$ cat src/rtl/dmafill_pkg.sv
package dmafill_pkg;

    typedef enum logic [3:0] {
        S_IDLE,
        S_FETCH,
        S_WAIT_IN,
        S_WR_LO,
        S_WR_HI,
        S_WB_FLG,
        S_WB_AFT,
        S_CTX_RD,
        S_CTX_WR,
        S_HALT
    } fill_state_e;

    // descriptor flag bit positions (flags word, byte offset 8)
    localparam int F_EOL    = 0;
    localparam int F_INTR   = 4;
    localparam int F_IN_EOP = 11;
    // context flags word (byte offset 4): disable bit
    localparam int C_DIS    = 15;

    // descriptor word indices
    localparam int W_NEXT  = 0;
    localparam int W_BUF   = 1;
    localparam int W_FLAGS = 2;
    localparam int W_AFTER = 3;
    localparam int W_CTX_FLAGS = 1;

    // raw interrupt bits
    localparam int NIRQ     = 4;
    localparam int IRQ_D0   = 0;
    localparam int IRQ_D1   = 1;
    localparam int IRQ_EOP  = 3;

endpackage

$ cat src/rtl/dmafill_lane.sv
module dmafill_lane #(
    parameter int AW = 32,
    parameter int NB = 4,
    localparam int LB = $clog2(NB)
) (
    input  logic [AW-1:0]     pos_i,
    input  logic [AW-1:0]     after_i,
    input  logic [LB:0]       offer_i,
    input  logic [8*NB-1:0]   data_i,
    output logic [LB:0]       take_o,
    output logic [16*NB-1:0]  dat2_o,
    output logic [2*NB-1:0]   be2_o
);

    logic [LB:0]   offer_c;
    logic [AW-1:0] remain;
    logic [NB-1:0] mask;

    always_comb begin
        offer_c = (offer_i > (LB+1)'(NB)) ? (LB+1)'(NB) : offer_i;
        remain  = after_i - pos_i;
        take_o  = (remain < AW'(offer_c)) ? remain[LB:0] : offer_c;
        for (int i = 0; i < NB; i++) begin
            mask[i] = ((LB+1)'(i) < take_o);
        end
        be2_o  = {{NB{1'b0}}, mask} << pos_i[LB-1:0];
        dat2_o = {{8*NB{1'b0}}, data_i} << {pos_i[LB-1:0], 3'b000};
    end

endmodule

$ cat src/rtl/dmafill_irq.sv
module dmafill_irq #(
    parameter int N = 4
) (
    input  logic         clk,
    input  logic         rst_n,
    input  logic [N-1:0] set_i,
    input  logic [N-1:0] clr_i,
    input  logic [N-1:0] mask_i,
    output logic [N-1:0] raw_o,
    output logic         irq_o
);

    logic [N-1:0] raw_n;

    always_comb raw_n = (raw_o & ~clr_i) | set_i;

    always_ff @(posedge clk or negedge rst_n) begin
        if (!rst_n) begin
            raw_o <= '0;
            irq_o <= 1'b0;
        end else begin
            raw_o <= raw_n;
            if (raw_n != raw_o) irq_o <= |(raw_n & mask_i);
        end
    end

endmodule

$ cat src/rtl/dmafill_in.sv
module dmafill_in
    import dmafill_pkg::*;
#(
    parameter int AW = 32,
    parameter int DW = 32,
    localparam int NB = DW / 8,
    localparam int LB = $clog2(NB)
) (
    input  logic            clk,
    input  logic            rst_n,
    input  logic            start_i,
    input  logic [AW-1:0]   desc_addr_i,
    input  logic [AW-1:0]   ctx_addr_i,
    input  logic            in_valid_i,
    input  logic [LB:0]     in_len_i,
    input  logic [DW-1:0]   in_data_i,
    input  logic            in_eop_i,
    output logic            in_ready_o,
    output logic            acc_valid_o,
    output logic [LB:0]     acc_len_o,
    output logic            mem_req_o,
    output logic            mem_we_o,
    output logic [AW-1:0]   mem_addr_o,
    output logic [DW-1:0]   mem_wdata_o,
    output logic [NB-1:0]   mem_be_o,
    input  logic [DW-1:0]   mem_rdata_i,
    input  logic            mem_ack_i,
    input  logic [3:0]      intr_mask_i,
    input  logic [3:0]      intr_clr_i,
    output logic [3:0]      intr_raw_o,
    output logic            irq_o,
    output logic            eol_o
);

    fill_state_e st_q, st_d;

    logic [1:0]       cnt_q;
    logic [AW-1:0]    desc_q, ctx_q, next_q, buf_q, after_q, pos_q, wr_addr_q;
    logic [DW-1:0]    flags_q, ctx_w_q;
    logic [2*DW-1:0]  dat_q;
    logic [2*NB-1:0]  be_q;
    logic             done_q, eol_q, acc_v_q;
    logic [LB:0]      acc_len_q;

    // beat alignment
    logic [LB:0]      take;
    logic [2*DW-1:0]  dat2;
    logic [2*NB-1:0]  be2;

    dmafill_lane #(.AW(AW), .NB(NB)) u_lane (
        .pos_i   (pos_q),
        .after_i (after_q),
        .offer_i (in_len_i),
        .data_i  (in_data_i),
        .take_o  (take),
        .dat2_o  (dat2),
        .be2_o   (be2)
    );

    logic            fill, fin;
    logic [AW-1:0]   pos_end;
    logic [NIRQ-1:0] irq_set;

    always_comb begin
        fill    = in_valid_i && (st_q == S_WAIT_IN);
        pos_end = pos_q + AW'(take);
        fin     = (pos_end == after_q) || in_eop_i;
        irq_set = '0;
        if (fill && fin) begin
            irq_set[IRQ_D0]  = flags_q[F_INTR];
            irq_set[IRQ_D1]  = flags_q[F_INTR];
            irq_set[IRQ_EOP] = in_eop_i;
        end
    end

    dmafill_irq #(.N(NIRQ)) u_irq (
        .clk    (clk),
        .rst_n  (rst_n),
        .set_i  (irq_set),
        .clr_i  (intr_clr_i),
        .mask_i (intr_mask_i),
        .raw_o  (intr_raw_o),
        .irq_o  (irq_o)
    );

    // next state
    always_comb begin
        st_d = st_q;
        unique case (st_q)
            S_IDLE, S_HALT: if (start_i) st_d = S_FETCH;
            S_FETCH:  if (mem_ack_i && cnt_q == 2'd3) st_d = S_WAIT_IN;
            S_WAIT_IN: begin
                if (fill) begin
                    if (be2[NB-1:0] != '0) st_d = S_WR_LO;
                    else if (fin)          st_d = S_WB_FLG;
                end
            end
            S_WR_LO: begin
                if (mem_ack_i) begin
                    if (be_q[2*NB-1:NB] != '0) st_d = S_WR_HI;
                    else if (done_q)           st_d = S_WB_FLG;
                    else                       st_d = S_WAIT_IN;
                end
            end
            S_WR_HI:  if (mem_ack_i) st_d = done_q ? S_WB_FLG : S_WAIT_IN;
            S_WB_FLG: if (mem_ack_i) st_d = S_WB_AFT;
            S_WB_AFT: if (mem_ack_i) st_d = flags_q[F_EOL] ? S_CTX_RD : S_FETCH;
            S_CTX_RD: if (mem_ack_i) st_d = S_CTX_WR;
            S_CTX_WR: if (mem_ack_i) st_d = S_HALT;
            default:  st_d = S_IDLE;
        endcase
    end

    // state register
    always_ff @(posedge clk or negedge rst_n) begin
        if (!rst_n) st_q <= S_IDLE;
        else        st_q <= st_d;
    end

    // datapath registers
    always_ff @(posedge clk or negedge rst_n) begin
        if (!rst_n) begin
            cnt_q     <= '0;
            desc_q    <= '0;
            ctx_q     <= '0;
            next_q    <= '0;
            buf_q     <= '0;
            after_q   <= '0;
            pos_q     <= '0;
            wr_addr_q <= '0;
            flags_q   <= '0;
            ctx_w_q   <= '0;
            dat_q     <= '0;
            be_q      <= '0;
            done_q    <= 1'b0;
            eol_q     <= 1'b0;
            acc_v_q   <= 1'b0;
            acc_len_q <= '0;
        end else begin
            acc_v_q   <= in_valid_i && in_ready_o;
            acc_len_q <= (st_q == S_WAIT_IN) ? take : '0;
            unique case (st_q)
                S_IDLE, S_HALT: begin
                    if (start_i) begin
                        desc_q <= desc_addr_i;
                        ctx_q  <= ctx_addr_i;
                        cnt_q  <= '0;
                        eol_q  <= 1'b0;
                    end
                end
                S_FETCH: begin
                    done_q <= 1'b0;
                    if (mem_ack_i) begin
                        cnt_q <= cnt_q + 2'd1;
                        unique case (int'(cnt_q))
                            W_NEXT:  next_q  <= mem_rdata_i;
                            W_BUF:   buf_q   <= mem_rdata_i;
                            W_FLAGS: flags_q <= mem_rdata_i;
                            default: begin
                                after_q <= mem_rdata_i;
                                pos_q   <= buf_q;
                            end
                        endcase
                    end
                end
                S_WAIT_IN: begin
                    if (fill) begin
                        pos_q     <= pos_end;
                        wr_addr_q <= {pos_q[AW-1:LB], {LB{1'b0}}};
                        dat_q     <= dat2;
                        be_q      <= be2;
                        done_q    <= fin;
                        if (fin)      after_q <= pos_end;
                        if (in_eop_i) flags_q[F_IN_EOP] <= 1'b1;
                    end
                end
                S_WB_AFT: begin
                    if (mem_ack_i && !flags_q[F_EOL]) begin
                        desc_q <= next_q;
                        cnt_q  <= '0;
                    end
                end
                S_CTX_RD: if (mem_ack_i) ctx_w_q <= mem_rdata_i | (DW'(1) << C_DIS);
                S_CTX_WR: if (mem_ack_i) eol_q <= 1'b1;
                default: ;
            endcase
        end
    end

    // outputs
    always_comb begin
        mem_req_o   = 1'b0;
        mem_we_o    = 1'b0;
        mem_addr_o  = '0;
        mem_wdata_o = '0;
        mem_be_o    = '0;
        in_ready_o  = 1'b0;
        unique case (st_q)
            S_WAIT_IN, S_HALT: in_ready_o = 1'b1;
            S_FETCH: begin
                mem_req_o  = 1'b1;
                mem_addr_o = desc_q + (AW'(cnt_q) << LB);
                mem_be_o   = '1;
            end
            S_WR_LO: begin
                mem_req_o   = 1'b1;
                mem_we_o    = 1'b1;
                mem_addr_o  = wr_addr_q;
                mem_wdata_o = dat_q[DW-1:0];
                mem_be_o    = be_q[NB-1:0];
            end
            S_WR_HI: begin
                mem_req_o   = 1'b1;
                mem_we_o    = 1'b1;
                mem_addr_o  = wr_addr_q + AW'(NB);
                mem_wdata_o = dat_q[2*DW-1:DW];
                mem_be_o    = be_q[2*NB-1:NB];
            end
            S_WB_FLG: begin
                mem_req_o   = 1'b1;
                mem_we_o    = 1'b1;
                mem_addr_o  = desc_q + AW'(W_FLAGS * NB);
                mem_wdata_o = flags_q;
                mem_be_o    = '1;
            end
            S_WB_AFT: begin
                mem_req_o   = 1'b1;
                mem_we_o    = 1'b1;
                mem_addr_o  = desc_q + AW'(W_AFTER * NB);
                mem_wdata_o = DW'(after_q);
                mem_be_o    = '1;
            end
            S_CTX_RD: begin
                mem_req_o  = 1'b1;
                mem_addr_o = ctx_q + AW'(W_CTX_FLAGS * NB);
                mem_be_o   = '1;
            end
            S_CTX_WR: begin
                mem_req_o   = 1'b1;
                mem_we_o    = 1'b1;
                mem_addr_o  = ctx_q + AW'(W_CTX_FLAGS * NB);
                mem_wdata_o = ctx_w_q;
                mem_be_o    = '1;
            end
            default: ;
        endcase
    end

    assign acc_valid_o = acc_v_q;
    assign acc_len_o   = acc_len_q;
    assign eol_o       = eol_q;

endmodule

$ cat config.mk
export PLATFORM = sky130hd
export DESIGN_NAME = dmafill_in
export DESIGN_NICKNAME = d
export VERILOG_FILES = /design/src/rtl/dmafill_pkg.sv /design/src/rtl/dmafill_lane.sv /design/src/rtl/dmafill_irq.sv /design/src/rtl/dmafill_in.sv
export SDC_FILE = /design/constraint.sdc
export NUM_CORES = 1
export LEC_CHECK = 0
export BUFFER_PORTS_ARGS = -buffer_cell sky130_fd_sc_hd__buf_2
export CORE_ASPECT_RATIO = 2
export CORE_MARGIN = 2
export CORE_UTILIZATION = 49
export DETAILED_ROUTE_END_ITERATION = 7
export MAX_ROUTING_LAYER = met4
export PLACE_DENSITY = 0.68
export SYNTH_ARGS = -nofsm -noshare
export SYNTH_HDL_FRONTEND = slang
export SYNTH_SLANG_ARGS = --single-unit
$ cat constraint.sdc
create_clock -name clk -period 8 [get_ports clk]
set_clock_uncertainty 0.2 [all_clocks]
set_input_delay 0.8 -clock clk [delete_from_list [all_inputs] [get_ports clk]]
set_output_delay 0.8 -clock clk [all_outputs]
set_load 0.02 [all_outputs]
==> metrics.md <==
| Metric | Value |
|---|---|
| Status | completed |
| # setup viols final | 0 |
| GR Util All Layers | 37.2% |
| Clock-pin transition on the worst setup and hold timing paths | 0.07 ns |
| Worst setup EP type | flip-flop |
| Total vias in the final route | 21600 |
| Most Crowded Layer GR | met2 |
| Met2 global-route usage | 59.3% |
| Die H | 312 µm |
| Root Driver | clkbuf_16 |
| Inserted Clock Buffers | 36 |
| Dominant combinational cell family by area after synthesis | simple AND/OR/NAND/NOR gates |
| R2R cell count | 30 |
| Post-synth top cells | dfrtp_1, nand2_1, mux2_2, nor2_1, a21oi_1 |
| DR vias/cell | 6.32 |
| Hold-fix buffers, CTS | 0 |
| Die Area | 0.0494 mm² |
| Final Max Tran Viols | 0 |
| Top cell by count, worst path | buf_4 |
| Synth top area share | 39.4% |
| Post-Synth Adder-Cell Area | 2.68% |
| MaxCap Viol Count | 0 |
| Starting Density | 49.3% |
| Global-route wire length before repair | 132000 µm |
| Leakage | 11.6 nW |
| Synth cell types | 92 |
| Grt met3 use | 3.56% |
| Worst-margin pin slew | 1.05 ns |
| Final net count | 2949 |
| Complex-gate fraction of the synthesized area | 17.7% |
| Routed Antenna Nets | 0 |
| Dominant synthesized flop cell | dfrtp_1 |
| DRC | 0 |
| Vias in the first global route | 20600 |
| Avg Cell Area, Syn | 9.00 µm² |
| Largest area contributor in the netlist | dfrtp_1 |
| Highest Clock Rate | 132 MHz |
| Initial DRC Count | 2357 |
| Setup TNS | 0 ns |
| Synthesis Warnings | 0 |
| Area contributors post-synth | dfrtp_1, mux2_2, nand2_1, a21oi_1, xnor2_1 |
| Mux share of post-synthesis cell area | 12.4% |
| Gpl congestion | 0.981 |
| Max clock buf depth | 3 |
| Final Hold Viols | 0 |
| Max VDD drop | 0.292 mV |
| Critical Setup Path Class | flip-flop to flip-flop |
| Detailed Routing Iterations Pass 1 | 6 |
| Total power | 12.5 mW |
| Seq cells post-synth | 366 |
| Sequential fraction of the synthesis area | 39.4% |
| Crit-path max cell delay | 0.60 ns |
| Synth-to-Final Area Change | 14.1% |
| Final wirelength | 89800 µm |
| Startpoint type of the worst setup path | flip-flop |
| Synth Area in Simple Gates | 17.8% |
| Most common cell in the synthesized netlist | dfrtp_1 |
| Die span in x | 158 µm |
| PwrDens | 471 mW/mm² |
| DR WL/cell | 26.3 µm |
| Critical path's slowest cell | fa_1 |
| CTS tree | done |
| Port bufs | 225 |
| Minimum clock period | 7.57 ns |
| Filler Cells Inserted | 4396 |
| I/O Pins | 226 |
| Slew HR | 29.9% |
| RSZ-0062 raised after global routing | false |
| Tightest Hold Check Type | input pin to asynchronous set/reset pin |
| Worst-path fanout max | 13 |
| Synthesized area | 0.0233 mm² |
| Final period util | 94.6% |
| Critical path required time | 8.22 ns |
| Layout cell share with drive strength beyond 1 | 22.3% |
| CTS sink cnt | 366 |
| Post-Syn Instances | 2586 |
| # rows | 113 |
| HPWL Detailed | 67000 µm |
| Initial antenna violation count | 3 |
| Met1 GRT Util | 45.1% |
| Crit path arrival time | 7.79 ns |
| Post-synth ARST share | 100% |
| Largest net degree at the start of global routing | 166 |
| Clock Latency Late Sink | 0.56 ns |
| Overflow after GRT | 0 |
| EDFF count, synth | 0 |
| Htree depth | 2 |
| XOR/XNOR share of the synthesized area | 5.88% |
| Post-Syn Nets | 2779 |
| Dpl cells | 3350 |
| Final std cells w/o fill | 3417 |
| Core area | 0.0472 mm² |
## report_power, final
part	leakage [nW]	switching [mW]	total, mW	internal [mW]
clock	0.624	0.789	1.89	1.10
combinational	6.43	4.22	6.88	2.66
sequential	4.54	1.08	3.74	2.66
## worst paths after layout
| path | endpoint | start | slack, ns |
|---|---|---|---|
| hold reg to reg | ctx_w_q[15] | ctx_w_q[15] | 0.27 |
| setup reg to reg | u_irq.irq_o | after_q[0] | 0.43 |
| min in group clk | u_irq.raw_o[2] | intr_clr_i[2] | 0.24 |
| hold / removal | ctx_q[15] | rst_n | 0.07 |
| max in group asynchronous | dat_q[48] | rst_n | 6.09 |
| setup / recovery | u_irq.irq_o | after_q[0] | 0.43 |
## metal layers
metal / part of all wire (%) / wire [µm]
met1: 38 / 33800
met2: 48 / 43000
met3: 6.4 / 5750
met4: 8.0 / 7210
met5: 0 / 0
## critical path: cells and delay by family, from the launching register on
family                   cells  cell delay [ns]
adder cells (fa/ha/maj)      4             1.47
flip-flops                   1             0.41
AND/OR/NAND/NOR              9             2.35
AO/OA/AOI/OAI                9             1.62
multiplexers                 1             0.30
buffers and inverters        7             1.08
## flip-flops by register name (all words and copies together), names as in the netlist, 7 cells and up
signal     count
ctx_w_q       32
wr_addr_q     30
be_q           7
flags_q       32
buf_q         32
pos_q         32
dat_q         56
desc_q        32
ctx_q         32
after_q       32
next_q        32
## cell usage in the layout, fill, tap and decap left out, drive strengths merged, types with 51 or more instances in the layout
| cell type | instances |
|---|---|
| a22oi | 61 |
| buf | 313 |
| a21oi | 176 |
| nand2 | 340 |
| xor2 | 51 |
| clkbuf | 51 |
| o21ai | 147 |
| xnor2 | 82 |
| mux2i | 66 |
| nor2 | 185 |
| nor3 | 51 |
| dfrtp | 366 |
| mux2 | 198 |
| nand3 | 130 |
| inv | 68 |
## per-stage QoR
stage	utilization, %	cell area, µm²	hold slack (ns)	setup slack, ns
after CTS	56.2	26500	0.0826	0.423
after global placement	53.4	25200	0.251	0.412
after detailed placement	53.4	25200	0.252	0.466
after global routing	56.2	26600	0.128	0.0105
final	56.2	26600	0.0668	0.434
after floorplan	-	23300	0.235	0.751
## cell families after synthesis
| group | Yosys count |
|---|---|
| flops | 366 |
| xor+xnor | 142 |
| buf+inv | 248 |
| compound gates | 634 |
| simple gates | 884 |
| fa+ha+maj | 48 |
| mux | 264 |
## cell type report
class	count	area, µm²	area share (%)
Clock inverter	14	221	0.834
Tap cell	632	791	2.98
Clock buffer	51	1070	4.03
Timing Repair Buffer	313	1820	6.86
Sequential cell	366	9160	34.5
Inverter	67	251	0.947
Antenna cell	2	5.00	0.0188
Multi-Input combinational cell	1972	13200	49.8
## what timing repair did
item,CTS,global route
setup endpoints to repair,0,31
resized for setup,0,5
setup buffers,0,0
Note: power is estimated with default switching activity, not from simulation.
